### config.mk
export PLATFORM = sky130hd
export DESIGN_NAME = nest_irq_ctrl
export DESIGN_NICKNAME = d
export VERILOG_FILES = /design/src/rtl/nest_irq_pkg.sv /design/src/rtl/nest_irq_pick.sv /design/src/rtl/nest_irq_stack.sv /design/src/rtl/nest_irq_ctrl.sv
export SDC_FILE = /design/constraint.sdc
export NUM_CORES = 1
export LEC_CHECK = 0
export BUFFER_PORTS_ARGS = -buffer_cell sky130_fd_sc_hd__buf_4
export CAP_MARGIN = 20
export CORE_MARGIN = 10
export CORE_UTILIZATION = 34
export CTS_CLUSTER_DIAMETER = 200
export CTS_CLUSTER_SIZE = 20
export DETAILED_ROUTE_END_ITERATION = 6
export RECOVER_POWER = 50
export SLEW_MARGIN = 20
export SYNTH_ARGS = -nofsm -noshare
export SYNTH_HDL_FRONTEND = slang
export SYNTH_SLANG_ARGS = --single-unit
### constraint.sdc
create_clock -name clk -period 3.7 [get_ports clk]
set_input_delay 0.925 -clock clk [delete_from_list [all_inputs] [get_ports clk]]
set_output_delay 0.925 -clock clk [all_outputs]
set_load 0.01 [all_outputs]
### src/rtl/nest_irq_pkg.sv
package nest_irq_pkg;

    typedef struct packed {
        logic       hit;
        logic [7:0] idx;
    } pick_t;

    function automatic logic [7:0] clamp_idx(input int unsigned i);
        return 8'(i);
    endfunction

endpackage

### src/rtl/nest_irq_pick.sv
module nest_irq_pick #(
    parameter int N_DEV = 8,
    localparam int IDW = (N_DEV > 1) ? $clog2(N_DEV) : 1
) (
    input  logic [N_DEV-1:0] req,
    output logic             hit,
    output logic [IDW-1:0]   idx
);
    import nest_irq_pkg::*;

    pick_t sel;

    always_comb begin
        sel = '0;
        for (int i = N_DEV - 1; i >= 0; i--) begin
            if (req[i]) begin
                sel.hit = 1'b1;
                sel.idx = clamp_idx(i);
            end
        end
    end

    assign hit = sel.hit;
    assign idx = sel.idx[IDW-1:0];
endmodule

### src/rtl/nest_irq_stack.sv
module nest_irq_stack #(
    parameter int N_DEV = 8,
    localparam int IDW = (N_DEV > 1) ? $clog2(N_DEV) : 1,
    localparam int SPW = $clog2(N_DEV + 1)
) (
    input  logic           clk,
    input  logic           rst,
    input  logic           push,
    input  logic           pop,
    input  logic [IDW-1:0] din,
    output logic [IDW-1:0] top,
    output logic           empty,
    output logic           full
);
    logic [IDW-1:0] mem [N_DEV];
    logic [SPW-1:0] sp_q;

    assign empty = (sp_q == '0);
    assign full  = (sp_q == SPW'(N_DEV));
    assign top   = empty ? '0 : mem[sp_q - 1'b1];

    always_ff @(posedge clk) begin
        if (rst) begin
            sp_q <= '0;
        end else if (push) begin
            mem[sp_q[IDW-1:0]] <= din;
            sp_q <= sp_q + 1'b1;
        end else if (pop) begin
            sp_q <= sp_q - 1'b1;
        end
    end


    stack_no_overflow_chk: assert property (@(posedge clk) disable iff (rst)
        push |-> !full);

    stack_no_underflow_chk: assert property (@(posedge clk) disable iff (rst)
        pop |-> !empty);
endmodule

### src/rtl/nest_irq_ctrl.sv
module nest_irq_ctrl #(
    parameter int N_DEV = 8,
    localparam int IDW = (N_DEV > 1) ? $clog2(N_DEV) : 1
) (
    input  logic             clk,
    input  logic             rst,
    input  logic [N_DEV-1:0] dev_req,
    output logic [N_DEV-1:0] dev_grant,
    output logic             irq_pending,
    input  logic             cpu_ack,
    input  logic             eos,
    output logic             busy,
    output logic [IDW-1:0]   level
);
    logic           cand_hit;
    logic [IDW-1:0] cand_idx;
    logic           act_q;
    logic [IDW-1:0] lvl_q;
    logic [N_DEV-1:0] grant_q;
    logic           accept, retire, do_push, do_pop;
    logic [IDW-1:0] saved_lvl;
    logic           stk_empty, stk_full;

    nest_irq_pick #(.N_DEV(N_DEV)) u_pick (
        .req (dev_req),
        .hit (cand_hit),
        .idx (cand_idx)
    );

    always_comb begin
        irq_pending = cand_hit && (!act_q || (cand_idx < lvl_q));
        accept      = cpu_ack && irq_pending && !eos;
        retire      = eos && act_q;
        do_push     = accept && act_q;
        do_pop      = retire && !stk_empty;
    end

    nest_irq_stack #(.N_DEV(N_DEV)) u_stack (
        .clk   (clk),
        .rst   (rst),
        .push  (do_push),
        .pop   (do_pop),
        .din   (lvl_q),
        .top   (saved_lvl),
        .empty (stk_empty),
        .full  (stk_full)
    );

    always_ff @(posedge clk) begin
        if (rst) begin
            act_q   <= 1'b0;
            lvl_q   <= '0;
            grant_q <= '0;
        end else begin
            grant_q <= '0;
            if (accept) begin
                act_q   <= 1'b1;
                lvl_q   <= cand_idx;
                grant_q <= N_DEV'(1) << cand_idx;
            end else if (retire) begin
                if (!stk_empty) lvl_q <= saved_lvl;
                else            act_q <= 1'b0;
            end
        end
    end

    assign dev_grant = grant_q;
    assign busy      = act_q;
    assign level     = lvl_q;


    grant_onehot_chk: assert property (@(posedge clk) disable iff (rst)
        $onehot0(dev_grant));

    grant_follows_ack_chk: assert property (@(posedge clk) disable iff (rst)
        (cpu_ack && irq_pending && !eos) |=> (dev_grant != '0) && busy);

    preempt_lowers_level_chk: assert property (@(posedge clk) disable iff (rst)
        (cpu_ack && irq_pending && !eos && busy) |=> (level < $past(level)));

    idle_eos_ignored_chk: assert property (@(posedge clk) disable iff (rst)
        (eos && !busy) |=> (!busy && dev_grant == '0));

    no_pending_at_or_below_chk: assert property (@(posedge clk) disable iff (rst)
        (busy && irq_pending) |-> (cand_idx < level));
endmodule

* Yosys cells after proc, flatten, opt, wreduce, memory -nomap -nowiden *
Memories as Yosys holds them, arrays and structs flattened.
Index checks and enable logic that the tools add are counted.

operators by class
  shifts and indexed selects = 1
  reduce and logical (&&, ||, !) cells = 17
  mux-type cells = 19
  bitwise gates (word level) = 1
  magnitude comparators = 1
  $add $sub $neg = 2
  equal/unequal tests = 1

operators with widths
  operator                                           number
  two-way mux 9 bit                                  8
  two-way mux 3 bit                                  3
  two-way mux 4 bit                                  2
  << shifter 1 x 3 -> 8 bit (first input constant)   1
  logical AND 1 bit                                  6
  two-way mux 1 bit                                  6
  nonzero test 2 bit                                 3
  adder 4 x 1 -> 4 bit (second input constant)       1
  zero test 4 bit                                    1
  AND reduction 2 bit                                2
  subtractor 4 x 1 -> 4 bit (second input constant)  1
  zero test 1 bit                                    3
  < comparator 3 bit                                 1
  != test 2 bit (second input constant)              1
  OR reduction 2 bit                                 1
  logical OR 1 bit                                   1
  NOT 1 bit                                          1

word-level totals
  memory bits (writable) = 24
  flip-flop bits (word level) = 16
  word-level logic and storage cells = 47
  memories kept = 1
  input bits = 12
  output and inout bits = 13

memories
  name         depth  width  rd ports  clocked after memory_dff  write ports  line                  text
  u_stack.mem  8      3      1         0                         1            nest_irq_stack.sv:15  logic [IDW-1:0] mem [N_DEV];

* Logic depth before layout (Yosys ltp) *
  depth after elaboration = 17
  gate-level depth with buffers = 10
  mapped depth without buffers = 10

* Modules after synthesis *
From an unflattened synthesis, not the netlist that was laid out.

unflattened totals
  cells, all modules = 151
  area total of the unflattened synthesis = 1,876.8 µm²

by module, submodules not included
  module          seq. area each (µm²)  times used  area an instance (µm²)  cells an instance
  nest_irq_stack  800.8                 1           1,234.9                 79
  nest_irq_ctrl   240.2                 1           559.3                   58
  nest_irq_pick   0.0                   1           82.6                    14

* Worst setup path after synthesis *
Ideal clock, no wire load.

  kind = input to output
  from = input dev_req[4]
  to = output irq_pending
  required time = 2,775 ps
  stages = 7
  path buffers = 0
  path slack = -88 ps
  arrival = 2,863 ps
  cell sequence = nor4_1 > nor2_1 > ha_1 > and2_4 > or4b_4 > o211a_4 > a31oi_1

on the way
  longest elaborated chain between the ends = 8

RTL lines
  element                           line                 text
  start, declared                   nest_irq_ctrl.sv:7   input logic [N_DEV-1:0] dev_req,
  two-way mux 9 bit * (5 in a row)  nest_irq_pick.sv:16  if (req[i]) begin
  < comparator 3 bit                nest_irq_ctrl.sv:31  irq_pending = cand_hit && (!act_q || (cand_idx < lvl_q));
  logical OR 1 bit                  nest_irq_ctrl.sv:31
  logical AND 1 bit *               nest_irq_ctrl.sv:31
  end, declared                     nest_irq_ctrl.sv:9   output logic irq_pending,

Mark *: on every way between the ends. The rest lies on a longest branch, timed or not.

* Worst setup path in the final report *
  from = input dev_req[5]
  to = output irq_pending

on the way
  longest elaborated chain between the ends = 9

RTL lines
  element                           line
  two-way mux 9 bit * (6 in a row)  nest_irq_pick.sv:16
  < comparator 3 bit                nest_irq_ctrl.sv:31
  logical OR 1 bit                  nest_irq_ctrl.sv:31
  logical AND 1 bit *               nest_irq_ctrl.sv:31

Marked as above.

==> summary.md <==
| Metric | Value |
|---|---|
| Clk Latency, worst-skew pair | `0.28 ns` |
| Synth Register Bits | `40` |
| Clk slew on worst S/H paths | `0.08 ns` |
| Highest-delay cell along the critical path | `or4b_4` |
| Pwr Total | `0.000840 W` |
| Post-layout min period | `3.76 ns` |
| Status | `finished with violations` |
| Pre-Repair DR Iteration Count | `4` |
| Slowest stage delay, CP | `just under 0.5 ns` |
| Wire length of the first global-routing pass | `6820 microns` |
| CTS tree | `done` |
| Final WS setup | `-0.0566 ns` |
| GR Overflow Total | `0` |
| Period utilization | `102%` |
| Maxcap violations | `0` |
| Clock root buffer | `clkbuf_8` |
| Rows | `26` |
| N_diodes | `0` |
| Crit path DAT | `around 2.8 ns` |
| CTS hold repair buffers | `0` |
| Actual slew at the worst max-slew pin | `0.589 ns` |
| Clock buffer count from CTS | `5` |
| Final Instance Area | `0.00242 sq mm` |
| Post-synth EDFFs | `24` |
| Max Buffers Root-to-Sink | `2` |
| Layout Utilization | `46.5%` |
| Share of cells above drive strength 1 | `35.8%` |
| Synthesized area | `0.00187 sq mm` |
| Htree depth | `2` |
| Ys async rst share | `0%` |
| Worst-path cell chain | `buf_8 -> nor4_4 -> nor2_4 -> ha_4 -> and2_4 -> or4b_4 -> o211a_4 -> a31oi_4 -> buf_6` |
| 1st-iter DRT viols | `64` |
| Ys flop type | `edfxtp_1` |
| GPL Wtd Cong | `0.832` |
| CP endpoint kind | `output port` |
| Via count | `1414` |
| Pre-CTS setup slack | `-0.152 ns` |
| Final WL | `4380 microns` |
| Final Setup Violations | `1` |
| Synth Warn # | `0` |
| Syn_nets | `170` |
| Reg2reg path depth | `8` |
| Count of input and output buffers | `24` |
| Commonest cells after routing, fill and taps aside | `buf_4 (31), edfxtp_1 (24), dfxtp_1 (16)` |
| Mapped Avg Cell Area | `12.1 sq um` |
| Min-Delay Path Depth | `2` |
| Vias in the first global route | `approximately 1400` |
| HPWL Detailed | `3240 microns` |
| RSZ-0062 raised after global routing | `yes` |
| Leak | `slightly below 0.9 nW` |
| Starting Density | `35.9%` |
| Nets | `219` |
| Mapped Cells | `approximately 150` |
| Area growth from synthesis to layout | `29.4%` |
| I/O pins | `25` |
| Crit-path max FO | `3` |
| ANT nets after route | `0` |
| Crit Path Category | `input pin to output port` |
| Initial antenna violation count | `0` |
| GRT Total Usage | `9.67%` |
| # clock sinks | `40` |
| Wirelength per Cell | `16.0 microns` |
| Failing checks | `setup timing` |
| Remaining DRCs | `0` |
| Element type at the critical path start | `input pin` |
| Fmax achieved | `0.266 GHz` |
| Most common cell after layout, fill and taps aside | `buf_4` |
| Slew Limit Fails | `0` |
| PwrDens | `347 mW/mm^2` |
| Core ar. | `0.00520 sq mm` |
| Peak VDD IR | `roughly 140 uV` |
| Placed cell area | `0.00230 sq mm` |
| Slew headroom | `60.7%` |
| Final Hold Vio Count | `0` |
| Die width | `94.1 microns` |
| Worst hold slack | `0.557 ns` |
| Die Y | `94.1 microns` |
| Post-synthesis sequential area ratio | `a little under three fifths` |
| DR vias/cell | `5.16` |
| Pin count of the biggest net entering global routing | `22` |
| CP required | `2.77 ns` |
| Die ar. | `0.00886 sq mm` |
| Clk_skew | `0.00746 ns` |
| Count of cell types in the netlist | `39` |
| Worst min path class | `flop to flop` |
==> per-layer routing <==
metal	part of all wire, %	wire, microns	global-route usage [%]	vias to the layer above
met5	0	0	0	-
met4	0	0	2.66	0
met3	4.9	213	3.36	0
met2	51	2250	15.8	38
met1	44	1910	11.7	695
li1	-	-	-	681
==> timing repair <==
action | in CTS | in global routing
endpoints found under the setup margin | 1 | 1
pin swaps | 0 | 3
resized for setup | 3 | 12
setup buffers | 0 | 3
==> worst paths after layout <==
| kind | startpoint | to | slack, ns |
|---|---|---|---|
| worst max-delay path | dev_req[5] | irq_pending | -0.06 |
| worst min-delay path | busy$_SDFFE_PP0P_ | busy$_SDFFE_PP0P_ | 0.56 |
| worst max register to register | level[1]$_SDFFE_PP0P_ | u_stack.mem[2][2]$_DFFE_PP_ | 1.01 |
| worst min register to register | busy$_SDFFE_PP0P_ | busy$_SDFFE_PP0P_ | 0.56 |
==> Yosys cell counts (3+ instances only) <==
master / instances / area share [%]
mux4_2: 6 / 7.2
clkbuf_1: 6 / 1.2
mux2_2: 6 / 3.6
nor2_1: 15 / 3.0
nand2b_1: 3 / 1.0
a21oi_1: 7 / 1.9
ha_1: 4 / 2.7
and3_1: 5 / 1.7
edfxtp_1: 24 / 39
nor2b_1: 3 / 1.0
nand2_1: 11 / 2.2
o21ai_0: 3 / 0.80
nand3_1: 3 / 0.80
nor4_1: 6 / 2.0
inv_1: 8 / 1.6
dfxtp_1: 16 / 17
==> stage by stage <==
stage                     setup TNS (ns)  instances
final                            -0.0566        274
after global routing              -0.105        274
after CTS                         -0.124        271
after detailed placement          -0.152        263
after global placement           -0.0950        263
after floorplan                        0        154
==> cells by family after synthesis <==
group	count (synthesis)	share of synthesized area (%)
XOR/XNOR	1	0.469
multiplexers	13	11.4
AND/OR/NAND/NOR	59	17.9
buffers and inverters	15	3.01
adder cells (fa/ha/maj)	4	2.68
flip-flops	40	55.7
AO/OA/AOI/OAI	22	8.90
==> registers in the layout (all words and copies together) (netlist names) <==
signal and flops:
dev_grant 8, busy 1, level 3, u_stack.mem 24, u_stack.sp_q 4
==> cell type report <==
class                   count  area, sq um
inverters                   8         30.0
multi-input cells          99          842
flip-flops and latches     40         1040
clock buffers               6         72.6
repair buffers             49          334
fillers                   495         2790
clock inverters             2         11.3
well taps                  70         87.6
==> report_power, final <==
group	leakage, nW	internal [W]	switching [W]	total, W
registers	0.354	0.000471	0.00000345	0.000475
logic	0.491	0.0000433	0.0000428	0.0000862
clock network	0.0455	0.000132	0.000147	0.000279
==> critical path: cells and delay by family <==
kind	cells	cell delay [ns]
AND/OR/NAND/NOR	4	1.06
AO/OA/AOI/OAI	2	0.40
buffers and inverters	2	0.22
adder cells (fa/ha/maj)	1	0.22
Note: power is estimated with default switching activity, not from simulation.
